## src/rtl/llsc_pkg.sv

```systemverilog
package llsc_pkg;

    // Byte-offset bits below a word.
    localparam int WORD_LSB = 2;

    // Granularity used when comparing snooped writes with the reservation.
    typedef enum logic {
        GRAN_WORD = 1'b0,
        GRAN_PAGE = 1'b1
    } gran_e;

    // One bit per reason that can kill the reservation in a cycle.
    typedef struct packed {
        logic snoop;
        logic exc;
        logic branch;
        logic mem;
        logic expire;
    } kill_t;

endpackage

```

## src/rtl/llsc_addr_match.sv

```systemverilog
// Compares two byte addresses above bit LSB; lower bits are masked away.
module llsc_addr_match #(
    parameter int ADDR_W = 32,
    parameter int LSB    = 2
) (
    input  logic [ADDR_W-1:0] addr_a,
    input  logic [ADDR_W-1:0] addr_b,
    output logic              hit
);
    localparam logic [ADDR_W-1:0] CMP_MASK = {ADDR_W{1'b1}} << LSB;

    logic [ADDR_W-1:0] diff;

    always_comb begin
        diff = addr_a ^ addr_b;
        hit  = ((diff & CMP_MASK) == '0);
    end
endmodule

```

## src/rtl/llsc_align_chk.sv

```systemverilog
// Word alignment test on the byte-offset bits of an address.
module llsc_align_chk (
    input  logic [llsc_pkg::WORD_LSB-1:0] low_bits,
    output logic                          aligned
);
    always_comb begin
        aligned = (low_bits == '0);
    end
endmodule

```

## src/rtl/llsc_retire_ctr.sv

```systemverilog
// Counts retire pulses since the last clear. expire is high when the count
// including this cycle's pulse goes beyond LIMIT. The count saturates at LIMIT+1.
module llsc_retire_ctr #(
    parameter int LIMIT = 512
) (
    input  logic clk,
    input  logic rst_n,
    input  logic clear,
    input  logic inc,
    output logic expire
);
    localparam int CW = $clog2(LIMIT + 2);
    localparam logic [CW:0]   LIMIT_X = (CW + 1)'(LIMIT);
    localparam logic [CW-1:0] SAT     = CW'(LIMIT + 1);

    typedef struct packed {
        logic [CW-1:0] cnt;
    } ctr_t;

    ctr_t        ctr_d, ctr_q;
    logic [CW:0] sum;

    always_comb begin
        sum    = {1'b0, ctr_q.cnt} + {{CW{1'b0}}, inc};
        expire = (sum > LIMIT_X);
        ctr_d  = ctr_q;
        if (clear) begin
            ctr_d.cnt = '0;
        end else if (expire) begin
            ctr_d.cnt = SAT;
        end else begin
            ctr_d.cnt = sum[CW-1:0];
        end
    end

    always_ff @(posedge clk or negedge rst_n) begin
        if (!rst_n) begin
            ctr_q <= '0;
        end else begin
            ctr_q <= ctr_d;
        end
    end
endmodule

```

## src/rtl/llsc_resv_monitor.sv

```systemverilog
module llsc_resv_monitor #(
    parameter int              ADDR_W       = 32,
    parameter int              PAGE_BITS    = 12,
    parameter int              RETIRE_LIMIT = 512,
    parameter llsc_pkg::gran_e SNOOP_GRAN   = llsc_pkg::GRAN_WORD
) (
    input  logic              clk,
    input  logic              rst_n,
    input  logic              ll_req,
    input  logic [ADDR_W-1:0] ll_addr,
    input  logic              sc_req,
    input  logic [ADDR_W-1:0] sc_addr,
    input  logic              wr_snoop_vld,
    input  logic [ADDR_W-1:0] wr_snoop_addr,
    input  logic              exc_evt,
    input  logic              br_taken_evt,
    input  logic              mem_op_evt,
    input  logic              retire_evt,
    output logic              sc_grant,
    output logic              sc_result,
    output logic              misalign
);
    import llsc_pkg::*;

    typedef struct packed {
        logic              valid;
        logic [ADDR_W-1:0] addr;
    } resv_t;

    resv_t resv_d, resv_q;
    kill_t kill;
    logic  any_kill;
    logic  snoop_hit, sc_hit;
    logic  ll_aligned, sc_aligned;
    logic  ctr_expire;
    logic  sc_ok;

    // Snoop comparator: the granularity parameter picks the compare width.
    generate
        if (SNOOP_GRAN == GRAN_PAGE) begin : g_snoop_page
            llsc_addr_match #(.ADDR_W(ADDR_W), .LSB(PAGE_BITS)) u_snoop_match (
                .addr_a (wr_snoop_addr),
                .addr_b (resv_q.addr),
                .hit    (snoop_hit)
            );
        end else begin : g_snoop_word
            llsc_addr_match #(.ADDR_W(ADDR_W), .LSB(WORD_LSB)) u_snoop_match (
                .addr_a (wr_snoop_addr),
                .addr_b (resv_q.addr),
                .hit    (snoop_hit)
            );
        end
    endgenerate

    // The store-conditional address is always compared at word precision.
    llsc_addr_match #(.ADDR_W(ADDR_W), .LSB(WORD_LSB)) u_sc_match (
        .addr_a (sc_addr),
        .addr_b (resv_q.addr),
        .hit    (sc_hit)
    );

    llsc_align_chk u_ll_align (
        .low_bits (ll_addr[WORD_LSB-1:0]),
        .aligned  (ll_aligned)
    );

    llsc_align_chk u_sc_align (
        .low_bits (sc_addr[WORD_LSB-1:0]),
        .aligned  (sc_aligned)
    );

    llsc_retire_ctr #(.LIMIT(RETIRE_LIMIT)) u_retire_ctr (
        .clk    (clk),
        .rst_n  (rst_n),
        .clear  (ll_req),
        .inc    (retire_evt),
        .expire (ctr_expire)
    );

    always_comb begin
        kill        = '0;
        kill.snoop  = wr_snoop_vld & resv_q.valid & snoop_hit;
        kill.exc    = exc_evt;
        kill.branch = br_taken_evt;
        kill.mem    = mem_op_evt;
        kill.expire = ctr_expire;
        any_kill    = |kill;

        sc_ok     = sc_req & resv_q.valid & sc_hit & sc_aligned & ~any_kill;
        sc_grant  = sc_ok;
        sc_result = sc_ok;
        misalign  = (ll_req & ~ll_aligned) | (sc_req & ~sc_aligned);

        resv_d = resv_q;
        if (ll_req) begin
            resv_d.valid = ll_aligned;
            resv_d.addr  = ll_addr;
        end else if (sc_req || any_kill) begin
            resv_d.valid = 1'b0;
        end
    end

    always_ff @(posedge clk or negedge rst_n) begin
        if (!rst_n) begin
            resv_q <= '0;
        end else begin
            resv_q <= resv_d;
        end
    end
endmodule

```

## config.mk

```make
export PLATFORM = sky130hd
export DESIGN_NAME = llsc_resv_monitor
export DESIGN_NICKNAME = d
export VERILOG_FILES = /design/src/rtl/llsc_pkg.sv /design/src/rtl/llsc_addr_match.sv /design/src/rtl/llsc_align_chk.sv /design/src/rtl/llsc_retire_ctr.sv /design/src/rtl/llsc_resv_monitor.sv
export SDC_FILE = /design/constraint.sdc
export NUM_CORES = 1
export LEC_CHECK = 0
export ABC_CLOCK_PERIOD_IN_PS = 4900
export BUFFER_PORTS_ARGS = -buffer_cell sky130_fd_sc_hd__buf_4
export CORE_MARGIN = 1
export CORE_UTILIZATION = 31
export CTS_CLUSTER_DIAMETER = 150
export DETAILED_ROUTE_END_ITERATION = 8
export GPL_TIMING_DRIVEN = 0
export PLACE_DENSITY_LB_ADDON = 0.3
export REMOVE_ABC_BUFFERS = 1
export SYNTH_ARGS = -nofsm -noshare
export SYNTH_HDL_FRONTEND = slang
export SYNTH_SLANG_ARGS = --single-unit
```

## constraint.sdc

```tcl
create_clock -name clk -period 4.9 [get_ports clk]
set_input_delay 0.98 -clock clk [delete_from_list [all_inputs] [get_ports clk]]
set_output_delay 0.98 -clock clk [all_outputs]
set_load 0.01 [all_outputs]
```

Word level (Yosys, flattened, before mapping)
Cells that the tools add are included.
{ "word_totals": {"ff_bits": 43, "out_inout_bits": 3, "word_cells": 30, "in_bits": 105} }
{ "op_classes": {"magnitude_cmp": 1, "addsub": 1, "n_reduce_logical": 7, "muxes": 4, "bitwise": 14} }
{ "op_table": {"columns": ["operator", "n"], "rows": [
  ["$logic_not 32->1", 2],
  ["$xor 32x32->32", 2],
  ["$mux 10", 2],
  ["$add 10x1->11", 1],
  ["$gt 11x10->1 const B", 1],
  ["$and 1x1->1", 8],
  ["$reduce_or 5->1", 1],
  ["$logic_not 2->1", 2],
  ["$not 1->1", 3],
  ["$mux 1", 2],
  ["$reduce_bool 2->1", 1],
  ["$logic_or 1x1->1", 1],
  ["$or 1x1->1", 1]
]} }

Logic depth before layout (Yosys ltp)
{ "logic_depth": {"depth_word": 7, "ltp_mapped": 10, "ltp_nobuf": 8} }

Modules after synthesis
A second synthesis with hierarchy kept.
{ "unflattened": {"hier_cells": 221, "area_unflattened_um2": 2546.2} }
{ "by_module_without_submodules": {"columns": ["module", "area_each_um2", "n_inst", "seq_area_each_um2", "cells_per_inst"], "rows": [
  ["llsc_resv_monitor", 1278.7, 1, 825.8, 79],
  ["llsc_addr_match", 330.3, 2, 0.0, 40],
  ["llsc_retire_ctr", 599.3, 1, 250.2, 60],
  ["llsc_align_chk", 3.8, 2, 0.0, 1]
]} }

Worst setup path before layout
OpenSTA, ideal clock, no wires.
{ "synth_path": {"kind": "in2out", "start": "input retire_evt", "end": "output sc_result", "slack_ps": 1084, "n_path_buf": 2, "arrival_ps": 2836, "required_ps": 3920, "cell_stages": 9, "cell_sequence": "ha_1 ha_1 clkbuf_1 and3_1 mux2i_1 o2111a_2 nor2_2 nor4_2 buf_4"} }
{ "synth_between": {"elab_chain_cells": 5} }
{ "synth_rtl": {"columns": ["element", "line_no", "text"], "rows": [
  ["start: declaration", "llsc_resv_monitor.sv:18", "input logic retire_evt,"],
  ["$add 10x1->11", "llsc_retire_ctr.sv:24", "sum = {1'b0, ctr_q.cnt} + {{CW{1'b0}}, inc};"],
  ["$gt 11x10->1", "llsc_retire_ctr.sv:25", "expire = (sum > LIMIT_X);"],
  ["$reduce_or 5->1", "llsc_resv_monitor.sv:87", "any_kill = |kill;"],
  ["$not 1->1", "llsc_resv_monitor.sv:89", "sc_ok = sc_req & resv_q.valid & sc_hit & sc_aligned & ~any_kill;"],
  ["$and 1x1->1", "llsc_resv_monitor.sv:89", null],
  ["end: declaration", "llsc_resv_monitor.sv:20", "output logic sc_result,"]
]} }
No other way between the ends.

Worst setup path in the final report
{ "layout_path": {"start": "input retire_evt", "end": "output sc_grant"} }
{ "layout_between": {"elab_chain_cells": 5} }
{ "layout_rtl": {"columns": ["element", "line_no", "text"], "rows": [
  ["$add 10x1->11", "llsc_retire_ctr.sv:24", null],
  ["$gt 11x10->1", "llsc_retire_ctr.sv:25", null],
  ["$reduce_or 5->1", "llsc_resv_monitor.sv:87", null],
  ["$not 1->1", "llsc_resv_monitor.sv:89", null],
  ["$and 1x1->1", "llsc_resv_monitor.sv:89", null],
  ["end: declaration", "llsc_resv_monitor.sv:19", "output logic sc_grant,"]
]} }
No other way between the ends.

==> flow_summary_export.csv <==
group,metric,value,unit
run_status,status,"completed",
worst_setup_path,critPathSlowestCell,"nor4_2",
global_route,grt_overflow,0,
clock_network,cts_sinks,41,
worst_setup_path,crit_chain,"buf_4 > ha_1 > ha_1 > and3_1 > mux2i_1 > o2111a_2 > nor2_2 > nor4_2 > buf_4",
floorplanning,start_util,32.0,%
worst_setup_path,path_depth,9,
finish,area_growth,39.4,%
worst_setup_path,critPathMaxFanout,8,
worst_setup_path,critPathLaunchType,"primary input",
job,max_cap_violations,0,
sta,slew_violations,0,
sta,worst_pin_slew,0.534,ns
worst_setup_path,cp.required,3.92,ns
worst_hold_path,hold_path_depth,1,
sta,setup_viol,0,
clock_network,cts_made_buffers,5,
place,dpl.hpwl,4.92,mm
power,power,812,uW
clock_network,clockBufferDepth,2,
worst_setup_path,r2r_end,"u_retire_ctr.ctr_q[5]$_DFF_PN0_",
clock_network,tritoncts,"done",
synthesis,post_synth.cell_area_avg,11.4,um2
clock_network,clkTransAtPathRegs,0.08,ns
worst_hold_path,whs_endpoint,"resv_q[27]$_DFFE_PN0P_",
worst_setup_path,crit_family,"simple AND/OR/NAND/NOR gates",
finish,fill_cells,749,
worst_setup_path,cp-end-kind,"output pin",
clock_network,cts_resized,0,
worst_setup_path,r2r_slack,2.88,ns
sta,fin_crit_sh,82.5,%
synthesis,syn_inst,218,
sta,fin_crit,4.04,ns
clock_network,clkLatencyLatePin,0.30,ns
worst_hold_path,hp-start,"resv_q[27]$_DFFE_PN0P_",
drt,finalWirelength,6.23,mm
finish,nNetsFinal,430,
sta,finalHoldViolations,0,
finish,diodes,0,
drt,first_iter_violations,79,
sta,rsz0062_at_grt,"no",
power,ir_drop,0.000146,V
sta,setup_tns,0,ns
global_route,grt_use_total,15.9,%
sta,clock_skew,0.00528,ns
floorplanning,coreArea,7730,um2
worst_setup_path,critical_path_class,"in -> out",
clock_network,postCtsHoldBufs,0,
drt,first_pass_iters,4,
global_route,antenna_found_initial,0,
clock_network,htreeDepth,2,
drt,drc,0,
sta,fmax,0.247,GHz
floorplanning,die_w,91.4,um
worst_setup_path,cpPeakStageDelay,0.44,ns
worst_setup_path,arrival,3.06,ns
place,place_area,3360,um2
drt,ant_nets,0,
worst_setup_path,critPathBufInv,2,
global_route,grt_first_pass_wirelength,10.0,mm
finish,final_common_cell,"buf_4",
power,p_per_area,235,nW/um2
floorplanning,dieArea,8350,um2
drt,wire_per_inst,14.6,um
synthesis,yosysSeqAreaShare,41.4,%
finish,final_cell_mix,"buf_4 (105), xor2_1 (44), dfrtp_1 (41)",
place,portBuffers,105,
worst_setup_path,rr_worst_depth,7,
clock_network,post-cts-setup-buffer-count,0,
drt,viasPerCell,4.68,
floorplanning,rows,32,
synthesis,ys_warn_count,0,
worst_setup_path,reg2reg_from,"u_retire_ctr.ctr_q[0]$_DFF_PN0_",
sta,slew_headroom,64.4,%
clock_network,cts-root-buf,"clkbuf_8",
finish,finalInstanceArea,3450,um2
synthesis,yosysUniqueCellTypes,38,
synthesis,synth_area,2480,um2
global_route,grt_pass1_vias,2172,
place,globalplace.congestion,0.891,
power,leakage,1.54,nW
finish,drive_above_1_share,46.9,%
floorplanning,die_h,91.4,um
global_route,grt_max_degree,42,
synthesis,yosys_register_bits,41,
floorplanning,io_pins,108,
drt,vias,1995,
worst_hold_path,hp-class,"reg -> reg",
==> stage by stage <==
stage | utilization [%] | cells | worst slack [ns] | hold slack [ns]
after floorplan | - | 211 | 1.25 | 0.543
after global placement | 43.5 | 418 | 0.905 | 0.559
after detailed placement | 43.5 | 418 | 0.902 | 0.563
after CTS | 44.7 | 426 | 0.899 | 0.584
after global routing | 44.7 | 426 | 0.734 | 0.604
final | 44.7 | 426 | 0.858 | 0.577
==> registers in the layout, summed over array words and instances (netlist names) <==
register and count:
resv_q 31, u_retire_ctr.ctr_q 10
==> worst max path at each step <==
stage / startpoint / endpoint / slack [ns]
after floorplan: retire_evt / sc_grant / 1.25
after global placement: retire_evt / sc_result / 0.90
after detailed placement: retire_evt / sc_grant / 0.90
after CTS: retire_evt / sc_grant / 0.90
after global routing: retire_evt / sc_grant / 0.73
final: retire_evt / sc_grant / 0.86
==> where the power goes <==
part           internal, mW  switching [mW]  total [mW]
Clock                 0.100           0.129       0.229
Combinational         0.118          0.0701       0.188
Sequential            0.365          0.0296       0.395
==> cell usage after synthesis <==
| cell type | number | area (um2) |
|---|---|---|
| clkbuf_1 | 5 | 18.8 |
| o21ai_4 | 1 | 16.3 |
| mux2_2 | 30 | 338 |
| nand4_1 | 6 | 37.5 |
| buf_4 | 1 | 7.51 |
| nand4b_1 | 1 | 8.76 |
| and3_1 | 2 | 12.5 |
| ha_1 | 2 | 25.0 |
| o21ai_0 | 3 | 15.0 |
| buf_2 | 1 | 5.00 |
| o32ai_1 | 1 | 8.76 |
| a31oi_1 | 1 | 6.26 |
| nor2b_1 | 1 | 6.26 |
| and4_1 | 2 | 17.5 |
| nor2_2 | 1 | 6.26 |
| and3_4 | 1 | 11.3 |
| nand2b_1 | 1 | 6.26 |
| xnor2_1 | 23 | 201 |
| nor4_2 | 2 | 25.0 |
| mux2i_4 | 1 | 22.5 |
| inv_1 | 2 | 7.51 |
| mux2i_1 | 1 | 10.0 |
| xor2_1 | 44 | 385 |
| nor2_1 | 8 | 30.0 |
| nor4b_1 | 1 | 8.76 |
| and2_4 | 1 | 8.76 |
| a21oi_1 | 1 | 5.00 |
| nand3_1 | 5 | 25.0 |
| or3_1 | 1 | 6.26 |
| nor4_1 | 12 | 75.1 |
| o21ba_1 | 1 | 10.0 |
| nand3_2 | 1 | 10.0 |
| dfrtp_1 | 41 | 1030 |
| nor3_1 | 3 | 15.0 |
| o21a_1 | 2 | 15.0 |
| o2111a_2 | 1 | 12.5 |
| nand2_1 | 6 | 22.5 |
| a21o_1 | 1 | 7.51 |
==> routing by layer <==
layer / part of all wire, % / vias up / global-route usage, %
met5: 0 / - / 0
met4: 1.3 / 0 / 5.16
met3: 7.5 / 8 / 5.03
met2: 51 / 73 / 28.3
met1: 40 / 937 / 17.8
li1: - / 977 / -
==> cells by family (layout without fill, tap and decap cells) <==
kind of cell | count (synthesis) | in the layout | share of synthesized area [%]
AOI/OAI and AO/OA | 12 | 12 | 3.89
xor gates and xnor gates | 67 | 67 | 23.7
adders and majority gates | 2 | 2 | 1.01
buffers and inverters | 9 | 115 | 1.57
DFF | 41 | 41 | 41.4
muxes | 32 | 32 | 15.0
and+or+nand+nor | 55 | 55 | 13.4
==> area by class of cell <==
class,count,area (um2),share of cell area [%]
Inverter,2,7.51,0.217
Timing Repair Buffer,105,788,22.8
Clock inverter,3,22.5,0.652
Tap cell,102,128,3.70
Sequential cell,41,1030,29.7
Clock buffer,5,68.8,1.99
Multi-Input combinational cell,168,1410,40.9
No activity file was read; power rests on OpenSTA's default activity.
